File: src/rtl/irq_agg_pkg.sv
package irq_agg_pkg;

    localparam int NSRC   = 16;
    localparam int DATA_W = 32;
    localparam int ADDR_W = 6;

    typedef enum logic [2:0] {
        SEL_PEND      = 3'd0,
        SEL_ALLOW_SET = 3'd1,
        SEL_ALLOW_CLR = 3'd2,
        SEL_ARM_SET   = 3'd3,
        SEL_ARM_CLR   = 3'd4,
        SEL_NONE      = 3'd7
    } reg_sel_e;

    // Word-aligned offsets map to a register; anything else is undefined.
    function automatic reg_sel_e decode_offset(input logic [ADDR_W-1:0] a);
        reg_sel_e s;
        s = SEL_NONE;
        if (a[1:0] == 2'b00) begin
            case (a[ADDR_W-1:2])
                4'd0:    s = SEL_PEND;
                4'd1:    s = SEL_ALLOW_SET;
                4'd2:    s = SEL_ALLOW_CLR;
                4'd3:    s = SEL_ARM_SET;
                4'd4:    s = SEL_ARM_CLR;
                default: s = SEL_NONE;
            endcase
        end
        return s;
    endfunction

endpackage

File: src/rtl/irq_bus_decode.sv
module irq_bus_decode
    import irq_agg_pkg::*;
#(
    parameter int N  = NSRC,
    parameter int AW = ADDR_W
) (
    input  logic          wr,
    input  logic [AW-1:0] addr,
    input  logic [N-1:0]  wdata,
    output reg_sel_e      sel,
    output logic [N-1:0]  ack,
    output logic [N-1:0]  allow_set,
    output logic [N-1:0]  allow_clr,
    output logic [N-1:0]  arm_set,
    output logic [N-1:0]  arm_clr
);
    always_comb begin
        sel       = decode_offset(addr);
        ack       = '0;
        allow_set = '0;
        allow_clr = '0;
        arm_set   = '0;
        arm_clr   = '0;
        if (wr) begin
            case (sel)
                SEL_PEND:      ack       = wdata;
                SEL_ALLOW_SET: allow_set = wdata;
                SEL_ALLOW_CLR: allow_clr = wdata;
                SEL_ARM_SET:   arm_set   = wdata;
                SEL_ARM_CLR:   arm_clr   = wdata;
                default: ;
            endcase
        end
    end
endmodule

File: src/rtl/irq_src_cell.sv
module irq_src_cell (
    input  logic clk,
    input  logic rst,
    input  logic src,
    input  logic ack,
    input  logic allow_set,
    input  logic allow_clr,
    input  logic arm_set,
    input  logic arm_clr,
    output logic pend,
    output logic allow,
    output logic arm
);
    logic req;
    assign req = src & arm;

    always_ff @(posedge clk) begin
        if (rst) begin
            pend  <= 1'b0;
            allow <= 1'b0;
            arm   <= 1'b0;
        end else begin
            pend  <= req | (pend & ~ack);
            allow <= (allow | allow_set) & ~allow_clr;
            arm   <= (arm | arm_set) & ~arm_clr;
        end
    end

    assert_req_latches_R6: assert property (@(posedge clk) disable iff (rst)
        (src && arm) |=> pend);
    assert_ack_clears_R7: assert property (@(posedge clk) disable iff (rst)
        (ack && !(src && arm)) |=> !pend);
    assert_held_until_ack_R9: assert property (@(posedge clk) disable iff (rst)
        (pend && !ack) |=> pend);
    assert_disarmed_quiet_R9: assert property (@(posedge clk) disable iff (rst)
        (!pend && !arm && !arm_set) |=> !pend);
    assert_unmask_R5: assert property (@(posedge clk) disable iff (rst)
        allow_set |=> allow);
    assert_mask_R5: assert property (@(posedge clk) disable iff (rst)
        allow_clr |=> !allow);
endmodule

File: src/rtl/irq_combine.sv
module irq_combine #(
    parameter int N = 16
) (
    input  logic         clk,
    input  logic         rst,
    input  logic [N-1:0] pend,
    input  logic [N-1:0] allow,
    output logic         irq
);
    always_ff @(posedge clk) begin
        if (rst) irq <= 1'b0;
        else     irq <= |(pend & allow);
    end

    assert_irq_rise_R10: assert property (@(posedge clk) disable iff (rst)
        (|(pend & allow)) |=> irq);
    assert_irq_quiet_R10: assert property (@(posedge clk) disable iff (rst)
        !(|(pend & allow)) |=> !irq);
endmodule

File: src/rtl/irq_read_port.sv
module irq_read_port
    import irq_agg_pkg::*;
#(
    parameter int N  = NSRC,
    parameter int DW = DATA_W
) (
    input  logic          clk,
    input  logic          rst,
    input  logic          rd,
    input  reg_sel_e      sel,
    input  logic [N-1:0]  pend,
    input  logic [N-1:0]  allow,
    input  logic [N-1:0]  arm,
    output logic [DW-1:0] rdata
);
    logic [N-1:0] view;

    always_comb begin
        case (sel)
            SEL_PEND:                     view = pend;
            SEL_ALLOW_SET, SEL_ALLOW_CLR: view = allow;
            SEL_ARM_SET, SEL_ARM_CLR:     view = arm;
            default:                      view = '0;
        endcase
    end

    always_ff @(posedge clk) begin
        if (rst)     rdata <= '0;
        else if (rd) rdata <= {{(DW-N){1'b0}}, view};
        else         rdata <= '0;
    end

    assert_pend_readback_R2: assert property (@(posedge clk) disable iff (rst)
        (rd && sel == SEL_PEND) |=> rdata[N-1:0] == $past(pend));
    assert_idle_zero_R2: assert property (@(posedge clk) disable iff (rst)
        !rd |=> rdata == '0);
endmodule

File: src/rtl/irq_cascade_agg.sv
module irq_cascade_agg
    import irq_agg_pkg::*;
#(
    parameter int N  = NSRC,
    parameter int AW = ADDR_W,
    parameter int DW = DATA_W
) (
    input  logic          clk,
    input  logic          rst,
    input  logic [N-1:0]  src_lvl,
    input  logic          bus_wr,
    input  logic          bus_rd,
    input  logic [AW-1:0] bus_addr,
    input  logic [N-1:0]  bus_wdata,
    output logic [DW-1:0] bus_rdata,
    output logic          irq_out
);
    reg_sel_e     sel;
    logic [N-1:0] ack, allow_set, allow_clr, arm_set, arm_clr;
    logic [N-1:0] pend, allow, arm;

    irq_bus_decode #(.N(N), .AW(AW)) u_dec (
        .wr(bus_wr), .addr(bus_addr), .wdata(bus_wdata), .sel(sel),
        .ack(ack), .allow_set(allow_set), .allow_clr(allow_clr),
        .arm_set(arm_set), .arm_clr(arm_clr)
    );

    for (genvar i = 0; i < N; i++) begin : g_cell
        irq_src_cell u_cell (
            .clk(clk), .rst(rst), .src(src_lvl[i]), .ack(ack[i]),
            .allow_set(allow_set[i]), .allow_clr(allow_clr[i]),
            .arm_set(arm_set[i]), .arm_clr(arm_clr[i]),
            .pend(pend[i]), .allow(allow[i]), .arm(arm[i])
        );
    end

    irq_combine #(.N(N)) u_comb (
        .clk(clk), .rst(rst), .pend(pend), .allow(allow), .irq(irq_out)
    );

    irq_read_port #(.N(N), .DW(DW)) u_rd (
        .clk(clk), .rst(rst), .rd(bus_rd), .sel(sel), .pend(pend),
        .allow(allow), .arm(arm), .rdata(bus_rdata)
    );

    assert_reset_quiet_R1: assert property (@(posedge clk)
        $past(rst) |-> (!irq_out && bus_rdata == '0));
endmodule

File: config.mk
export PLATFORM = sky130hd
export DESIGN_NAME = irq_cascade_agg
export DESIGN_NICKNAME = d
export VERILOG_FILES = /design/src/rtl/irq_agg_pkg.sv /design/src/rtl/irq_bus_decode.sv /design/src/rtl/irq_src_cell.sv /design/src/rtl/irq_combine.sv /design/src/rtl/irq_read_port.sv /design/src/rtl/irq_cascade_agg.sv
export SDC_FILE = /design/constraint.sdc
export NUM_CORES = 1
export LEC_CHECK = 0
export BUFFER_PORTS_ARGS = -buffer_cell sky130_fd_sc_hd__buf_2
export CELL_PAD_IN_SITES_DETAIL_PLACEMENT = 0
export CELL_PAD_IN_SITES_GLOBAL_PLACEMENT = 1
export CORE_MARGIN = 5
export CORE_UTILIZATION = 44
export DETAILED_ROUTE_END_ITERATION = 8
export GPL_TIMING_DRIVEN = 0
export PLACE_DENSITY = 0.94
export SETUP_SLACK_MARGIN = 0.02
export SLEW_MARGIN = 40
export SYNTH_ARGS = -nofsm -noshare
export SYNTH_HDL_FRONTEND = slang
export SYNTH_HIERARCHICAL = 1
export SYNTH_SLANG_ARGS = --single-unit
File: constraint.sdc
create_clock -name clk -period 3.6 [get_ports clk]
set_input_delay 0 -clock clk [delete_from_list [all_inputs] [get_ports clk]]
set_output_delay 0 -clock clk [all_outputs]
set_load 0.02 [all_outputs]
# Yosys cells after proc, flatten, opt, wreduce, memory -nomap -nowiden

Cells that the tools add are included.

Eq/ne operators: 8
Mux-type cells: 13
Bitwise gates (word level): 162
Reductions and logical operators: 7

Operators with widths:

| cell                                           | number |
|---|---|
| two-way mux 16 bit                             | 10 |
| bitwise AND 1 bit                              | 64 |
| inverter 1 bit                                 | 49 |
| bitwise OR 1 bit                               | 48 |
| case mux 16 bit (3 select lines)               | 1 |
| bitwise AND 16 bit                             | 1 |
| OR reduction 16 bit                            | 1 |
| case mux 3 bit (5 select lines)                | 1 |
| == test 4 x 2 -> 1 bit (second input constant) | 2 |
| == test 3 x 2 -> 1 bit (second input constant) | 2 |
| OR reduction 2 bit                             | 3 |
| == test 4 x 1 -> 1 bit (second input constant) | 1 |
| == test 4 x 3 -> 1 bit (second input constant) | 1 |
| zero test 4 bit                                | 1 |
| == test 3 x 1 -> 1 bit (second input constant) | 1 |
| == test 3 bit (second input constant)          | 1 |
| zero test 3 bit                                | 1 |
| two-way mux 3 bit                              | 1 |
| zero test 2 bit                                | 1 |

Bits in registers: 81
Input bits: 42
Output and inout bits: 33
Logic and storage cells: 241

# Logic depth before layout (Yosys ltp)

Depth in word-level cells: 9
Depth in mapped cells: 10

# By module

Netlist, hierarchy kept.

By module, submodules not included:

| module         | instances | cells an instance | area each (um^2) | seq. area each (um^2) |
|---|---|---|---|---|
| irq_src_cell   | 16        | 10                | 96.3             | 60.1 |
| irq_read_port  | 1         | 127               | 1181.1           | 320.3 |
| irq_bus_decode | 1         | 130               | 790.8            | 0.0 |
| irq_combine    | 1         | 11                | 106.4            | 20.0 |

# Worst setup path before layout

OpenSTA, ideal clock, no wires.

Path kind: in2reg
Start: input port bus_addr[3]
End: register u_rd.rdata[0]
Arrival time: 1.570 ns
Setup slack: 1.898 ns
Stages: 9
Path buffers: 4
Cells stage by stage: clkbuf_1 -> buf_2 -> a21oi_1 -> nand2_1 -> buf_6 -> buf_2 -> mux2_2 -> a22oi_1 -> a21oi_1

Cells in the longest elaborated chain, start to end: 6
Elaborated cells on any way between the ends: 15
Classes of those cells: 8 x eq/ne; 3 x mux; 4 x reduce/logical

RTL lines:

| item                                           | line                  | RTL |
|---|---|---|
| start, declared                                | irq_cascade_agg.sv:13 | `input logic [AW-1:0] bus_addr,` |
| == test 4 x 3 -> 1 bit (tied with other cells) | irq_agg_pkg.sv:21     | `case (a[ADDR_W-1:2])` |
| case mux 3 bit (5 select lines) (*)            | irq_agg_pkg.sv:21     |  |
| two-way mux 3 bit (*)                          | irq_agg_pkg.sv:20     | `if (a[1:0] == 2'b00) begin` |
| named net sel[0]                               | irq_cascade_agg.sv:18 | `reg_sel_e sel;` |
| == test 3 x 2 -> 1 bit (tied with other cells) | irq_read_port.sv:19   | `case (sel)` |
| OR reduction 2 bit                             | irq_read_port.sv:19   |  |
| case mux 16 bit (3 select lines) (*)           | irq_read_port.sv:19   |  |
| end signal, assigned                           | irq_read_port.sv:29   | `else if (rd) rdata <= {{(DW-N){1'b0}}, view};` |
| end, declared                                  | irq_read_port.sv:14   | `output logic [DW-1:0] rdata` |

Mark *: on every way through the listed nets, which the timed path passes. The rest lies on a longest branch.
A chain may end at the register's enable or synchronous reset.

# Final worst setup path

Start: input port bus_addr[3]
End: register u_rd.rdata[3]

Same word-level chain as after synthesis.

==> summary.md <==
| Metric | Value |
|---|---|
| Hold depth | `4` |
| Routed wire length | `11200 microns` |
| Top-count cell post-synth | `nor3_1` |
| Pwr Density | `359 nW/um^2` |
| Post-Place Cells | `603` |
| Drc violations | `0` |
| Hold path start | `bus_wdata[14]` |
| Min cycle time layout | `2.02 ns` |
| Synthesized instance count | `428` |
| CTS root buf | `clkbuf_8` |
| Yosys top cell by area | `dfxtp_1` |
| Worst Path Buf+Inv | `4` |
| Post-synth EDFFs | `0` |
| Setup Skew | `0.00656 ns` |
| Top post-synthesis cells by area | `dfxtp_1, nor3_1, mux2_2` |
| Yosys reg bits | `65` |
| CP peak stage delay | `0.57 ns` |
| N_diodes | `0` |
| Number of global-route vias before repair | `3298` |
| R2R setup slack | `2.36 ns` |
| Leak | `0.00161 uW` |
| Slowest stage cell, crit path | `clkbuf_1` |
| DR pass1 iterations | `5` |
| Synth unique cells | `31` |
| Rel. slew slack | `54.4%` |
| Placer congestion estimate | `0.912` |
| WP data arrival | `2.20 ns` |
| FP Rows | `33` |
| Fin. max-slew vios | `0` |
| Num CTS Buffers | `9` |
| Avg Inst Size Synth | `8.46 sq um` |
| Cell Area, Synth | `3620 sq um` |
| Yosys top cell area share | `35.9%` |
| CP cell instances | `clkbuf_1 -> buf_2 -> a21oi_1 -> nand2_1 -> buf_6 -> o21ai_0 -> nand3b_1 -> clkbuf_1 -> a21oi_1` |
| Critical R2R Capture | `u_comb/irq$_SDFF_PP0_` |
| CP endpoint kind | `register` |
| Max Freq | `495 MHz` |
| Critical R2R Launch | `g_cell[1].u_cell/pend$_SDFF_PP0_` |
| FF-to-FF path depth | `4` |
| Starting Density | `44.5%` |
| HPWL after detailed placement | `7460 microns` |
| Max clock buf depth | `2` |
| Register area share after synthesis | `35.9%` |
| Number of max-cap violations | `0` |
| Share of cells above drive strength 1 | `31.9%` |
| Ys Warns | `6` |
| PortBufs | `55` |
| Via density | `5.60` |
| Top_reg_cell synth | `dfxtp_1` |
| Final setup TNS | `0 ns` |
| Post-layout net count | `567` |
| # setup viols final | `0` |
| # fillers | `781` |
| Detail Route Antenna Nets | `0` |
| Kind of critical path | `input pin to register` |
| Initial antenna violation count | `0` |
| Routed WL per cell | `17.7 microns` |
| Die area | `10100 sq um` |
| Worst hold path type | `input pin to register` |
| Non-filler instance count after layout | `635` |
| Global-route wire length before repair | `17300 microns` |
| Vias | `3558` |
| Final hold slack | `0.135 ns` |
| Largest net degree at the start of global routing | `51` |
| Cts repair resizes | `0` |
| H-tree Lvls | `3` |
| Clock latency at the later pin of the worst-skew pair | `0.34 ns` |
| Core ar. | `8130 sq um` |
| Final core utilization | `55.0%` |
| Sinks on Clock Net | `65` |
| GRT Total Usage | `22.1%` |
| Layout overhead on the synthesized area | `23.6%` |
| Critical Path Fanout Max | `10` |
| Worst setup SP type | `input pin` |
| Post-synth top cells | `nor3_1, dfxtp_1, nand2_1` |
| Number of DRC markers in iteration 0 | `261` |
| Final Cycle Share | `56.1%` |
| Worst EP required | `3.78 ns` |
| GRT Residual Overflow | `0` |
| Status | `finished, final reports clean` |
| Num ports | `75` |
| Hold Crit Endpoint | `g_cell[14].u_cell/allow$_SDFF_PP0_` |
| VDD IR max | `190 uV` |
| Worst-Margin Slew | `0.683 ns` |
| Die Wd | `101 microns` |
| CTS tree | `yes` |
| Ys async rst share | `0%` |
| Clock transition at path regs | `0.07 ns` |
| CP top delay family | `buffers and inverters` |
| Final Hold Vio Count | `0` |
| Chip height | `101 microns` |
| RSZ-0062 raised after global routing | `no` |
-- worst max path at each step --
stage,endpoint,cells after the start,slack (ns),start
floorplan,u_rd/rdata[0]$_SDFF_PP0_,9,1.90,bus_addr[3]
global placement,u_rd/rdata[3]$_SDFF_PP0_,9,1.36,bus_addr[3]
detailed placement,u_rd/rdata[3]$_SDFF_PP0_,9,1.30,bus_addr[3]
CTS,u_rd/rdata[3]$_SDFF_PP0_,9,1.64,bus_addr[3]
global route,u_rd/rdata[3]$_SDFF_PP0_,9,1.43,bus_addr[3]
finish,u_rd/rdata[3]$_SDFF_PP0_,9,1.58,bus_addr[3]
-- cell families (layout without fill, tap and decap cells) --
logic type,count (synthesis),count (layout),share of synthesized area (%)
simple gates,221,221,32.4
flops,65,65,35.9
compound gates,60,60,12.0
buf+inv,49,136,9.54
mux,32,32,9.96
other cells,1,16,0.104
-- per-stage QoR --
step | setup WS (ns) | cell area, sq um | power (uW)
2_1_floorplan | 1.90 | 3680 | 832
3_3_place_gp | 1.36 | 4080 | 890
3_5_place_dp | 1.30 | 4090 | 892
4_1_cts | 1.64 | 4470 | 1610
5_1_grt | 1.43 | 4470 | 1650
6_report | 1.58 | 4470 | 1610
-- per-layer routing --
layer / part of all wire [%] / vias up / global-route usage, %
li1: - / 1712 / -
met1: 43 / 1638 / 28.7
met2: 47 / 184 / 36.8
met3: 8.3 / 24 / 3.88
met4: 2.1 / 0 / 7.56
met5: 0 / - / 0
-- report_power, final --
part	internal, uW	total, uW	leakage, uW	switching [uW]
sequential	720	722	0.000523	1.97
clock	425	713	0.000115	288
combinational	60.5	171	0.000976	110
total	1210	1610	0.00161	400
-- cell usage in the layout, fill, tap and decap left out, types with 2 or more instances in the layout --
master and instances:
a21oi_1 18, a21oi_2 16, a221oi_1 2, a22o_1 3
a22oi_1 18, buf_1 2, buf_2 61, buf_4 18
buf_6 10, bufinv_16 2, clkbuf_1 10, clkbuf_2 2
clkbuf_8 11, clkinv_2 2, conb_1 16, dfxtp_1 65
dlygate4sd3_1 16, mux2_2 32, nand2_1 51, nand2b_1 18
nor2_1 33, nor3_1 81, nor4_1 22, nor4_2 8
nor4_4 2
-- sequential cells by signal, summed over array words and instances (netlist names) --
signal / count
g_cell.u_cell/arm: 16
u_comb/irq: 1
g_cell.u_cell/allow: 16
g_cell.u_cell/pend: 16
u_rd/rdata: 16
-- final cells by class --
cell class	count	area [sq um]	share of cell area (%)
timing repair buffer	71	438	9.79
buffer	49	345	7.72
clock buffer	11	151	3.38
clock inverter	5	77.6	1.73
sequential	65	1300	29.1
multi-input combinational	329	2030	45.4
tap	105	131	2.94
-- what timing repair did --
action | in CTS | in global routing
buffers inserted | 0 | 0
hold buffers | 16 | 0
hold endpoints to repair | 16 | 0
-- worst register-to-register path, cell delays in order, from the launching register on --
cell and delay [ns]:
dfxtp_1 0.36, a22o_1 0.24, a221oi_2 0.20, and3_1 0.20, a31oi_1 0.09
Note: power is estimated with default switching activity, not from simulation.
